**config.mk**
```make
export PLATFORM = sky130hd
export DESIGN_NAME = lru_set_ctrl
export DESIGN_NICKNAME = d
export VERILOG_FILES = /design/src/rtl/lru_set_ctrl.sv
export SDC_FILE = /design/constraint.sdc
export NUM_CORES = 1
export LEC_CHECK = 0
export BUFFER_PORTS_ARGS = -buffer_cell sky130_fd_sc_hd__buf_4
export CAP_MARGIN = 20
export CELL_PAD_IN_SITES_DETAIL_PLACEMENT = 1
export CELL_PAD_IN_SITES_GLOBAL_PLACEMENT = 1
export CORE_MARGIN = 10
export CORE_UTILIZATION = 40
export DETAILED_ROUTE_END_ITERATION = 8
export PLACE_DENSITY = 0.66
export SLEW_MARGIN = 5
export SYNTH_ARGS = -nofsm -noshare
export SYNTH_HDL_FRONTEND = slang
export SYNTH_SLANG_ARGS = --single-unit
```
**constraint.sdc**
```tcl
create_clock -name clk -period 35.8 [get_ports clk]
set_input_delay 3.58 -clock clk [delete_from_list [all_inputs] [get_ports clk]]
set_output_delay 3.58 -clock clk [all_outputs]
set_load 0.05 [all_outputs]
```
**src/rtl/lru_set_ctrl.sv**
```systemverilog
module lru_set_ctrl #(
  parameter int WAYS       = 4,
  parameter int TAG_W      = 8,
  parameter int CACHE_LOG2 = 10,
  parameter int BLOCK_LOG2 = 6,
  parameter int TS_W       = 64,
  localparam int WAY_W     = (WAYS > 1) ? $clog2(WAYS) : 1
) (
  input  logic             clk,
  input  logic             rst_n,
  input  logic             cmd_valid,
  input  logic [1:0]       cmd_op,
  input  logic [TAG_W-1:0] cmd_tag,
  input  logic             pf_lip,
  output logic             hit,
  output logic [WAY_W-1:0] hit_way,
  output logic [TS_W-1:0]  hit_stamp,
  output logic [WAY_W-1:0] victim_way,
  output logic [TS_W-1:0]  victim_stamp,
  output logic [TS_W-1:0]  stamp_now
);
  localparam logic [1:0] OP_LOOKUP = 2'd0;
  localparam logic [1:0] OP_DEMAND = 2'd1;
  localparam logic [1:0] OP_PREF   = 2'd2;
  localparam logic [TS_W-1:0] TS_INIT = TS_W'(1) << (CACHE_LOG2 - BLOCK_LOG2 + 1);

  logic [WAYS-1:0]  vld;
  logic [TAG_W-1:0] tag_q [WAYS];
  logic [TS_W-1:0]  ts_q  [WAYS];

  logic             free_found, any_v;
  logic [WAY_W-1:0] free_idx, min_idx;
  logic [TS_W-1:0]  min_ts;

  always_comb begin
    hit = 1'b0; hit_way = '0;
    free_found = 1'b0; free_idx = '0;
    any_v = 1'b0; min_idx = '0; min_ts = '1;
    for (int i = 0; i < WAYS; i++) begin
      if (vld[i] && tag_q[i] == cmd_tag && !hit) begin
        hit = 1'b1; hit_way = WAY_W'(i);
      end
      if (!vld[i] && !free_found) begin
        free_found = 1'b1; free_idx = WAY_W'(i);
      end
      if (vld[i] && (!any_v || ts_q[i] < min_ts)) begin
        any_v = 1'b1; min_ts = ts_q[i]; min_idx = WAY_W'(i);
      end
    end
  end

  assign hit_stamp    = hit ? ts_q[hit_way] : '0;
  assign victim_way   = free_found ? free_idx : min_idx;
  assign victim_stamp = free_found ? '0 : min_ts;

  wire do_touch = cmd_valid && hit && (cmd_op == OP_LOOKUP || cmd_op == OP_DEMAND);
  wire do_fill  = cmd_valid && !hit && (cmd_op == OP_DEMAND || cmd_op == OP_PREF);
  wire [TS_W-1:0] low_ts  = any_v ? min_ts - 1'b1 : stamp_now;
  wire [TS_W-1:0] fill_ts = (cmd_op == OP_PREF && pf_lip) ? low_ts : stamp_now;

  always_ff @(posedge clk) begin
    if (!rst_n) begin
      vld       <= '0;
      stamp_now <= TS_INIT;
    end else if (do_touch) begin
      ts_q[hit_way] <= stamp_now;
      stamp_now     <= stamp_now + 1'b1;
    end else if (do_fill) begin
      vld[victim_way]   <= 1'b1;
      tag_q[victim_way] <= cmd_tag;
      ts_q[victim_way]  <= fill_ts;
      stamp_now         <= stamp_now + 1'b1;
    end
  end
endmodule


```
Word-level counts from Yosys, hierarchy flattened
Memories as Yosys holds them, arrays and structs flattened.
Index checks and enable logic that the tools add are counted.
- flip-flop bits (word level): 68
- RAM bits: 288
- input port bits: 14
- output and inout bits: 197
- word-level logic and storage cells: 103
- memories: 2
- add/subtract/negate cells: 2
- magnitude comparators: 5
- eq/ne operators: 6
- muxes and demuxes: 44
- bitwise operators: 2
- reduce and logical (&&, ||, !) cells: 40
- memory list (name ; depth ; bits a word ; rd ports ; clocked after Yosys merged registers in ; write ports ; RTL line ; RTL):
    ts_q ; 4 ; 64 ; 5 ; 0 ; 1 ; 29 ; logic [TS_W-1:0] ts_q [WAYS];
    tag_q ; 4 ; 8 ; 4 ; 0 ; 1 ; 28 ; logic [TAG_W-1:0] tag_q [WAYS];
- operators by type and width (cell ; number):
    64-bit two-way mux ; 11
    64-bit less-than comparator ; 3
    64-bit by 1-bit adder with 64-bit output, second input constant ; 1
    64-bit OR reduction ; 1
    64-bit by 1-bit subtractor with 64-bit output, second input constant ; 1
    8-bit == test ; 4
    1-bit two-way mux ; 24
    1-bit logical AND ; 19
    2-bit two-way mux ; 8
    1-bit logical NOT ; 12
    1-bit logical OR ; 5
    4-bit bitwise OR ; 1
    2-bit by 3-bit less-than comparator with 1-bit output, second input constant ; 1
    1-bit demux with 2-bit select ; 1
    2-bit by 1-bit == test with 1-bit output, second input constant ; 1
    2-bit == test, second input constant ; 1
    2-bit by 1-bit >= comparator with 1-bit output, second input constant ; 1
    2-bit logical NOT ; 1
    2-bit AND reduction ; 1
    2-bit nonzero test ; 1
    1-bit NOT ; 1

Longest topological paths before layout
Gate-level depths: netlist of the first run.
An unclocked memory read counts as a cell.
- depth in word-level cells: 22
- depth in mapped cells: 62
- depth with buffers taken out: 42

Worst setup path before layout of the first run
No wires, ideal clock.
- kind: register -> register
- start: register vld[0]
- end: memory ts_q[1][0], enable pin
- library setup time: 0.578 ns
- arrival: 14.853 ns
- required time: 35.222 ns
- setup slack: 20.369 ns
- stages on the path, launching flop included: 49
- buffers on the path: 19
- clock period less this slack: 15.431 ns
- cells stage by stage: dfxtp_1 > clkbuf_1 > clkbuf_1 > clkbuf_1 > clkbuf_1 > clkbuf_1 > nor2b_1 > ha_1 > nand4_1 > nor3_1 > nand3_1 > o21ai_1 > buf_2 > nand2_1 > nand3_1 > buf_2 > buf_2 > buf_2 > [... 13 more ...] > buf_2 > buf_2 > buf_1 > clkbuf_1 > a21oi_1 > ha_1 > and4_1 > nand3_1 > or3_1 > o311a_1 > o21ai_0 > o31ai_2 > buf_4 > buf_2 > a211oi_1 > nor2_1 > a21o_1 > nor3b_1
- RTL lines (what ; RTL line ; RTL):
    start, declared ; 27 ; logic [WAYS-1:0] vld;
    start signal, assigned ; 63 ; vld <= '0;
    start signal, assigned by index ; 69 ; vld[victim_way] <= 1'b1;
    64-bit two-way mux / 1-bit two-way mux (equally long branches) ; 46 ; if (vld[i] && (!any_v || ts_q[i] < min_ts)) begin
    64-bit less-than comparator / 1-bit logical NOT (equally long branches) ; 46 ;
    1-bit logical OR ; 46 ;
    1-bit logical AND ; 46 ;
    64-bit two-way mux / 1-bit two-way mux (equally long branches) ; 46 ;
    64-bit less-than comparator / 1-bit logical NOT (equally long branches) ; 46 ;
    1-bit logical OR ; 46 ;
    1-bit logical AND ; 46 ;
    64-bit two-way mux / 1-bit two-way mux (equally long branches) ; 46 ;
    64-bit less-than comparator / 1-bit logical NOT (equally long branches) ; 46 ;
    1-bit logical OR ; 46 ;
    1-bit logical AND ; 46 ;
    2-bit two-way mux ; 46 ;
    2-bit two-way mux (*) ; 53 ; assign victim_way = free_found ? free_idx : min_idx;
    via victim_way[1] ; 18 ; output logic [WAY_W-1:0] victim_way,
    2-bit two-way mux (no source line) (*) ; -- ;
    end, declared ; 29 ;
The timed path passes the listed nets; every way through them passes the cells marked *.

Final worst setup path of the first run
- start: register vld[0]
- end: output victim_stamp[38]
- longest elaborated chain between the ends: 14
- ends and longest elaborated chain (what ; RTL line ; RTL):
    64-bit two-way mux / 1-bit two-way mux (equally long branches) ; 46 ;
    64-bit less-than comparator / 1-bit logical NOT (equally long branches) ; 46 ;
    1-bit logical OR ; 46 ;
    1-bit logical AND ; 46 ;
    64-bit two-way mux / 1-bit two-way mux (equally long branches) ; 46 ;
    64-bit less-than comparator / 1-bit logical NOT (equally long branches) ; 46 ;
    1-bit logical OR ; 46 ;
    1-bit logical AND ; 46 ;
    64-bit two-way mux / 1-bit two-way mux (equally long branches) ; 46 ;
    64-bit less-than comparator / 1-bit logical NOT (equally long branches) ; 46 ;
    1-bit logical OR ; 46 ;
    1-bit logical AND ; 46 ;
    64-bit two-way mux ; 46 ;
    64-bit two-way mux (*) ; 54 ; assign victim_stamp = free_found ? '0 : min_ts;
    end, declared ; 19 ; output logic [TS_W-1:0] victim_stamp,
Every way passes the cells marked *; elsewhere a longest branch is shown, timed or not.

==> results of run 1 <==
metrics by stage:
step / utilization / area (µm²) / total power, mW / cells
CTS: 0.464 / 29200 / 1.05 / 3722
detailed placement: 0.440 / 27700 / 0.576 / 3640
finish: 0.464 / 29200 / 1.04 / 3724
global placement: 0.440 / 27700 / 0.572 / 3640
global route: 0.464 / 29200 / 1.08 / 3722
floorplan: - / 25300 / 0.540 / 2698
cell families (layout without fill, tap and decap cells):
group,Yosys count,after routing,synth area share
mux,128,128,0.0517
xor+xnor,140,140,0.0485
buf+inv,227,405,0.0356
other cells,0,2,0
compound gates,644,644,0.169
simple gates,1011,1011,0.205
fa+ha+maj,192,192,0.0950
flops,356,356,0.396
area by class of cell:
| type | instances | share of cell area |
|---|---|---|
| timing repair buffer | 242 | 0.0627 |
| antenna | 2 | 0.000171 |
| sequential | 356 | 0.343 |
| inverter | 81 | 0.0104 |
| clock buffer | 52 | 0.0402 |
| multi-input combinational | 2115 | 0.496 |
| clock inverter | 30 | 0.0112 |
| tap | 846 | 0.0363 |
state kept, by name (all words and copies together) (netlist names):
| signal | flops |
|---|---|
| stamp_now | 64 |
| tag_q | 32 |
| ts_q | 256 |
| vld | 4 |
routing by layer:
metal  track usage  share of wire  vias to the layer above
met1         0.339           0.44                    11461
met4        0.0588          0.021                        0
met3        0.0385          0.060                      114
met2         0.430           0.48                      678
met5             0              0                        -
li1              -              -                    10326
worst max-delay path, delay by kind of cell (launching register included):
kind / cells / cell delay [ns]
and+or+nand+nor: 10 / 3.68
DFF: 1 / 0.56
adders and majority gates: 3 / 0.85
buffers and inverters: 5 / 3.10
AOI/OAI and AO/OA: 15 / 5.02
power groups by stage:
stage,clock network [mW],registers (mW),logic (mW)
after global routing,0.496,0.450,0.133
after floorplan,0,0.458,0.0820
after detailed placement,0,0.459,0.118
after CTS,0.479,0.450,0.119
final,0.472,0.450,0.119
after global placement,0,0.459,0.114
cell usage after synthesis, types with 6 or more instances:
cell,n
sky130_fd_sc_hd__buf_1,19
sky130_fd_sc_hd__or4_1,17
sky130_fd_sc_hd__and3_1,23
sky130_fd_sc_hd__nor2b_1,134
sky130_fd_sc_hd__nor2_1,230
sky130_fd_sc_hd__nor3_1,58
sky130_fd_sc_hd__o21a_1,35
sky130_fd_sc_hd__clkbuf_1,97
sky130_fd_sc_hd__a221oi_1,6
sky130_fd_sc_hd__inv_1,81
sky130_fd_sc_hd__nor4_1,28
sky130_fd_sc_hd__mux2i_1,107
sky130_fd_sc_hd__a21boi_0,17
sky130_fd_sc_hd__ha_1,192
sky130_fd_sc_hd__mux2_2,21
sky130_fd_sc_hd__o21ai_0,155
sky130_fd_sc_hd__buf_2,27
sky130_fd_sc_hd__nand2b_1,18
sky130_fd_sc_hd__a211oi_1,156
sky130_fd_sc_hd__o211ai_1,9
sky130_fd_sc_hd__o31ai_1,8
sky130_fd_sc_hd__a21o_1,27
sky130_fd_sc_hd__nand4_1,56
sky130_fd_sc_hd__a21oi_1,122
sky130_fd_sc_hd__o22ai_1,10
sky130_fd_sc_hd__nand2_1,236
sky130_fd_sc_hd__and4_1,16
sky130_fd_sc_hd__nand3_1,72
sky130_fd_sc_hd__edfxtp_1,288
sky130_fd_sc_hd__or3_1,32
sky130_fd_sc_hd__xor2_1,70
sky130_fd_sc_hd__o311ai_0,12
sky130_fd_sc_hd__and2_1,55
sky130_fd_sc_hd__xnor2_1,70
sky130_fd_sc_hd__a31oi_1,16
sky130_fd_sc_hd__dfxtp_1,68
sky130_fd_sc_hd__nand4b_1,9
worst max path at each step:
stage	start	endpoint	slack, ns	cells past startpoint
CTS	vld[0]	victim_stamp[38]	18.22	33
global route	vld[0]	victim_stamp[38]	17.14	33
floorplan	vld[0]	ts_q[1][0]	20.37	48
global placement	vld[0]	victim_stamp[7]	19.59	34
detailed placement	vld[0]	victim_stamp[38]	18.92	35
finish	vld[0]	victim_stamp[38]	18.12	33
==> flow_metrics.tcl, run 1 <==
set metrics [dict create \
    whs_path_depth 2 \
    ctsRootBufferMaster "sky130_fd_sc_hd__clkbuf_16" \
    cts_buffers 44 \
    cp_data_arrival_time_ns 14.10 \
    grt_antenna_before_repair 1 \
    route.detailed.vias_per_inst 6.06 \
    fp.coreArea_um2 62900 \
    dominantRegCellSynth "sky130_fd_sc_hd__edfxtp_1" \
    first_global_vias 23066 \
    timing.max_cap.violations 0 \
    seqPwrFrac 0.432 \
    syn_inst 2698 \
    post_cts_resized 0 \
    seq_area_frac_synth 0.396 \
    critical_path_top_delay_cell "sky130_fd_sc_hd__buf_4" \
    synth_top_area_share 0.342 \
    worstHoldPathType "flop to flop" \
    grt_setup_unrepaired "false" \
    cts-htree-levels 2 \
    setup-violations-final 0 \
    switching_share 0.262 \
    postCtsSetupRepairBufs 0 \
    yosys.area.top_type "sky130_fd_sc_hd__edfxtp_1" \
    synth_nets 2904 \
    drive_gt1_frac 0.130 \
    power_frac_comb 0.115 \
    final.fill_count 7192 \
    tritoncts "yes" \
    postSynthAreaPerCell_um2 9.37 \
    critical_path.endpoint_type "output port" \
    multiInputGateArea_um2 14500 \
    clk_latency_ns 0.59 \
    yosysUniqueCellTypes 83 \
    cellPowerDensity_nw_per_um2 35.7 \
    worst_ep_required_time_ns 32.22 \
    fp.dieW_um 271 \
    cts-root-to-sink-buffers 3 \
    critical_path.most_common_cell "sky130_fd_sc_hd__buf_4" \
    ant_nets 0 \
    finalWirelength_um 97600 \
    start_kind "flop" \
    irDropWorstVdd_mv 0.0296 \
    timing.final.ws_setup_ns 18.12 \
    nets 3046 \
    ff2ff_setup_slack_ns 19.05 \
    grt_start_max_net_pins 195 \
    run_status "finished, final reports clean" \
    slew_headroom 0.233 \
    reg2reg_depth 41 \
    worst_path_largest_cell_delay_ns 0.78 \
    yosys_warnings 0 \
    syn_area_um2 25300 \
    postSynth.asyncResetShare 0 \
    crit_path_max_fanout 89 \
    globalRouteTotalUtil 0.255 \
    mostFrequentLayoutCells "sky130_fd_sc_hd__edfxtp_1, sky130_fd_sc_hd__buf_4, sky130_fd_sc_hd__nand2_1" \
    min-delay-start "stamp_now[28]" \
    intPower_mw 0.768 \
    cts.sink_count 356 \
    ctsHoldBuffers 0 \
    port_buffers 210 \
    routed-via-count 22579 \
    worst_r2r_startpoint "vld[0]" \
    clkPwrFrac 0.453 \
    final.min_clock_period_ns 17.68 \
    die-area_um2 73600 \
    leakage_nw 11.8 \
    edff_count_synth 288 \
    fin_hold_ws_ns 0.526 \
    die-height_um 271 \
    slew_violations 0 \
    synth-seq-cells 356 \
    seqCellArea_um2 10000 \
    fmaxAchievable_mhz 56.6 \
    skew_final_ns 0.0195 \
    synth.top_cells.by_area "sky130_fd_sc_hd__edfxtp_1, sky130_fd_sc_hd__ha_1, sky130_fd_sc_hd__dfxtp_1" \
    drt-initial-drc-count 1803 \
    timing.rr.end "ts_q[3][30]" \
    floorplan.initialDensity 0.402 \
    area_growth_syn_to_layout_pct 15.5 \
    layout_commonest_cell "sky130_fd_sc_hd__edfxtp_1" \
    power.switching_mw 0.273 \
    pin_count 211 \
    post_route_drc_violation_count 0 \
    clk_transition_reported_paths_ns 0.06 \
    min_period_over_period 0.494 \
    row_count 92 \
    worst_pin_slew_ns 1.15 \
    setup_total_negative_slack_ns 0 \
    detailedPlacementHpwl_um 71600 \
    drt_pass1_iterations 5 \
    globalRoute.totalOverflow 0 \
    final_hold_violating_endpoints 0 \
    pre_cts_ws_ns 18.92 \
    place_congestion 0.903 \
    setup.worst_path.class "flop to output port" \
    detail_route.wl_per_cell_um 26.2 \
    grt_first_pass_wirelength_um 147000 \
    holdPathEnd "stamp_now[28]" \
]
Power figures use the tool's default switching activity.
==> run 2, diff against run 1 <==
--- a/config.mk
+++ b/config.mk
@@ -12,7 +12,7 @@
 export CORE_MARGIN = 10
 export CORE_UTILIZATION = 40
 export DETAILED_ROUTE_END_ITERATION = 8
-export PLACE_DENSITY = 0.66
+export PLACE_DENSITY = 0.69
 export SLEW_MARGIN = 5
 export SYNTH_ARGS = -nofsm -noshare
 export SYNTH_HDL_FRONTEND = slang
==> constraint.sdc (replaced) <==
create_clock -name clk -period 15.3 [get_ports clk]
set_input_delay 1.53 -clock clk [delete_from_list [all_inputs] [get_ports clk]]
set_output_delay 1.53 -clock clk [all_outputs]
set_load 0.05 [all_outputs]
==> run 2 against run 1 <==
Against the previous run:
- clock power is 130% higher
- highest routed layer unchanged
- sequential share of layout area fell by 0.18 points
- worst setup slack got worse by 17 ns
- sequential cell count unchanged
- critical path type unchanged
- largest power group unchanged
- clock-buffer cell count is 3 higher
==> flow_metrics.tcl, run 2 (synthesis results as in run 1) <==
set metrics [dict create \
    run_status "finished, final reports clean" \
    pin_count 211 \
    globalRoute.totalOverflow 0 \
    drt_pass1_iterations 5 \
    pre_cts_ws_ns 0.805 \
    die-area_um2 73600 \
    layout_commonest_cell "sky130_fd_sc_hd__edfxtp_1" \
    min_period_over_period 0.946 \
    worst_ep_required_time_ns 13.77 \
    critical_path.endpoint_type "output port" \
    final.min_clock_period_ns 14.47 \
    grt_first_pass_wirelength_um 150000 \
    final_util 0.467 \
    area_growth_syn_to_layout_pct 16.1 \
    insertedDiodeCount 0 \
    first_global_vias 23808 \
    routed-via-count 22737 \
    clk_latency_ns 0.59 \
    die-height_um 271 \
    grt_start_max_net_pins 195 \
    port_buffers 210 \
    cts-root-to-sink-buffers 3 \
    reg2reg_depth 40 \
    fp.coreArea_um2 62900 \
    largest_reg_flops 256 \
    tritoncts "yes" \
    grt_setup_unrepaired "false" \
    detail_route.wl_per_cell_um 26.4 \
    fp.dieW_um 271 \
    start_kind "flop" \
    timing.max_cap.violations 0 \
    cts_buffers 43 \
    timing.rr.end "ts_q[0][60]" \
    timing.final.ws_setup_ns 0.828 \
    finalWirelength_um 98800 \
    crit_path_max_fanout 64 \
    drive_gt1_frac 0.133 \
    final_hold_violating_endpoints 0 \
    cp_data_arrival_time_ns 12.94 \
    globalRouteTotalUtil 0.260 \
    skew_final_ns 0.0152 \
    ctsHoldBuffers 0 \
    max_flop_register "ts_q" \
    worstHoldPathType "flop to flop" \
    cts.sink_count 356 \
    setup.worst_path.class "flop to output port" \
    detailedPlacementHpwl_um 73500 \
    ctsRootBufferMaster "sky130_fd_sc_hd__clkbuf_16" \
    route.detailed.vias_per_inst 6.09 \
    fmaxAchievable_mhz 69.1 \
    worst_pin_slew_ns 1.16 \
    post_route_drc_violation_count 0 \
    cellPowerDensity_nw_per_um2 82.8 \
    power_mw 2.43 \
    ant_nets 0 \
    irDropWorstVdd_mv 0.0691 \
    setup-violations-final 0 \
    top_regs "ts_q (256), stamp_now (64), tag_q (32)" \
    row_count 92 \
    clk_transition_reported_paths_ns 0.06 \
    slew_headroom 0.228 \
    place_congestion 0.925 \
    min-delay-start "stamp_now[51]" \
    whs_path_depth 2 \
    holdPathEnd "stamp_now[51]" \
    grt_antenna_before_repair 0 \
    worst_path_largest_cell_delay_ns 0.91 \
    drt-initial-drc-count 1699 \
    cts-htree-levels 2 \
    leakage_nw 11.9 \
    critical_path_top_delay_cell "sky130_fd_sc_hd__o31a_2" \
    nets 3061 \
    floorplan.initialDensity 0.402 \
    worst_r2r_startpoint "vld[0]" \
    mostFrequentLayoutCells "sky130_fd_sc_hd__edfxtp_1, sky130_fd_sc_hd__buf_4, sky130_fd_sc_hd__nand2_1" \
    slew_violations 0 \
    ff2ff_setup_slack_ns 0.95 \
    setup_total_negative_slack_ns 0 \
]
==> run 2: power breakdown <==
part           leakage (nW)  total [mW]  internal (mW)  switching, mW
logic                  7.74       0.284          0.103          0.182
registers              3.45        1.05           1.04        0.00786
clock network         0.714        1.09          0.644          0.448
total                  11.9        2.43           1.79          0.637
==> run 2: per-stage QoR <==
step / cell area [µm²] / hold slack (ns) / instances
after CTS: 29300 / 0.537 / 3735
after global routing: 29300 / 0.583 / 3736
final: 29300 / 0.524 / 3736
after detailed placement: 27800 / 0.529 / 3655
after global placement: 27800 / 0.505 / 3655
after floorplan: 25300 / 0.623 / 2698
==> run 2: layout make-up <==
class / instances / area [µm²]
well taps: 846 / 1060
fillers: 7187 / 33500
inverters: 81 / 304
flip-flops and latches: 356 / 10000
repair buffers: 257 / 1980
clock buffers: 55 / 1160
multi-input cells: 2116 / 14500
clock inverters: 25 / 320
==> run 2: how the worst max path moves through the flow <==
stage	start	to	slack (ns)	depth (start not counted)
after floorplan	vld[0]	ts_q[0][0]	0.16	48
after global placement	vld[0]	ts_q[2][60]	1.52	42
after detailed placement	vld[0]	ts_q[3][52]	0.80	42
after CTS	vld[0]	ts_q[2][52]	0.69	42
after global routing	vld[0]	ts_q[3][58]	0.15	40
final	vld[0]	victim_stamp[7]	0.83	33
==> run 2: worst max-delay path: cells and delay by family, from the launching register on <==
family	cells	cell delay, ns
AOI/OAI and AO/OA	19	5.95
muxes	1	0.40
adders and majority gates	3	0.87
DFF	1	0.60
and+or+nand+nor	5	2.26
buffers and inverters	5	2.14
==> run 2: timing repair <==
| item | 4_1_cts | 5_1_grt |
|---|---|---|
| resized for setup | 0 | 2 |
| endpoints found under the hold margin | 0 | 0 |
| setup endpoints to repair | 0 | 28 |
| buffers inserted | 0 | 0 |
==> run 2: layer usage <==
layer	vias to the layer above	share of wire	GRT usage
li1	10361	-	-
met1	11573	0.45	0.351
met4	0	0.025	0.0687
met2	665	0.47	0.431
met5	-	0	0
met3	138	0.055	0.0358
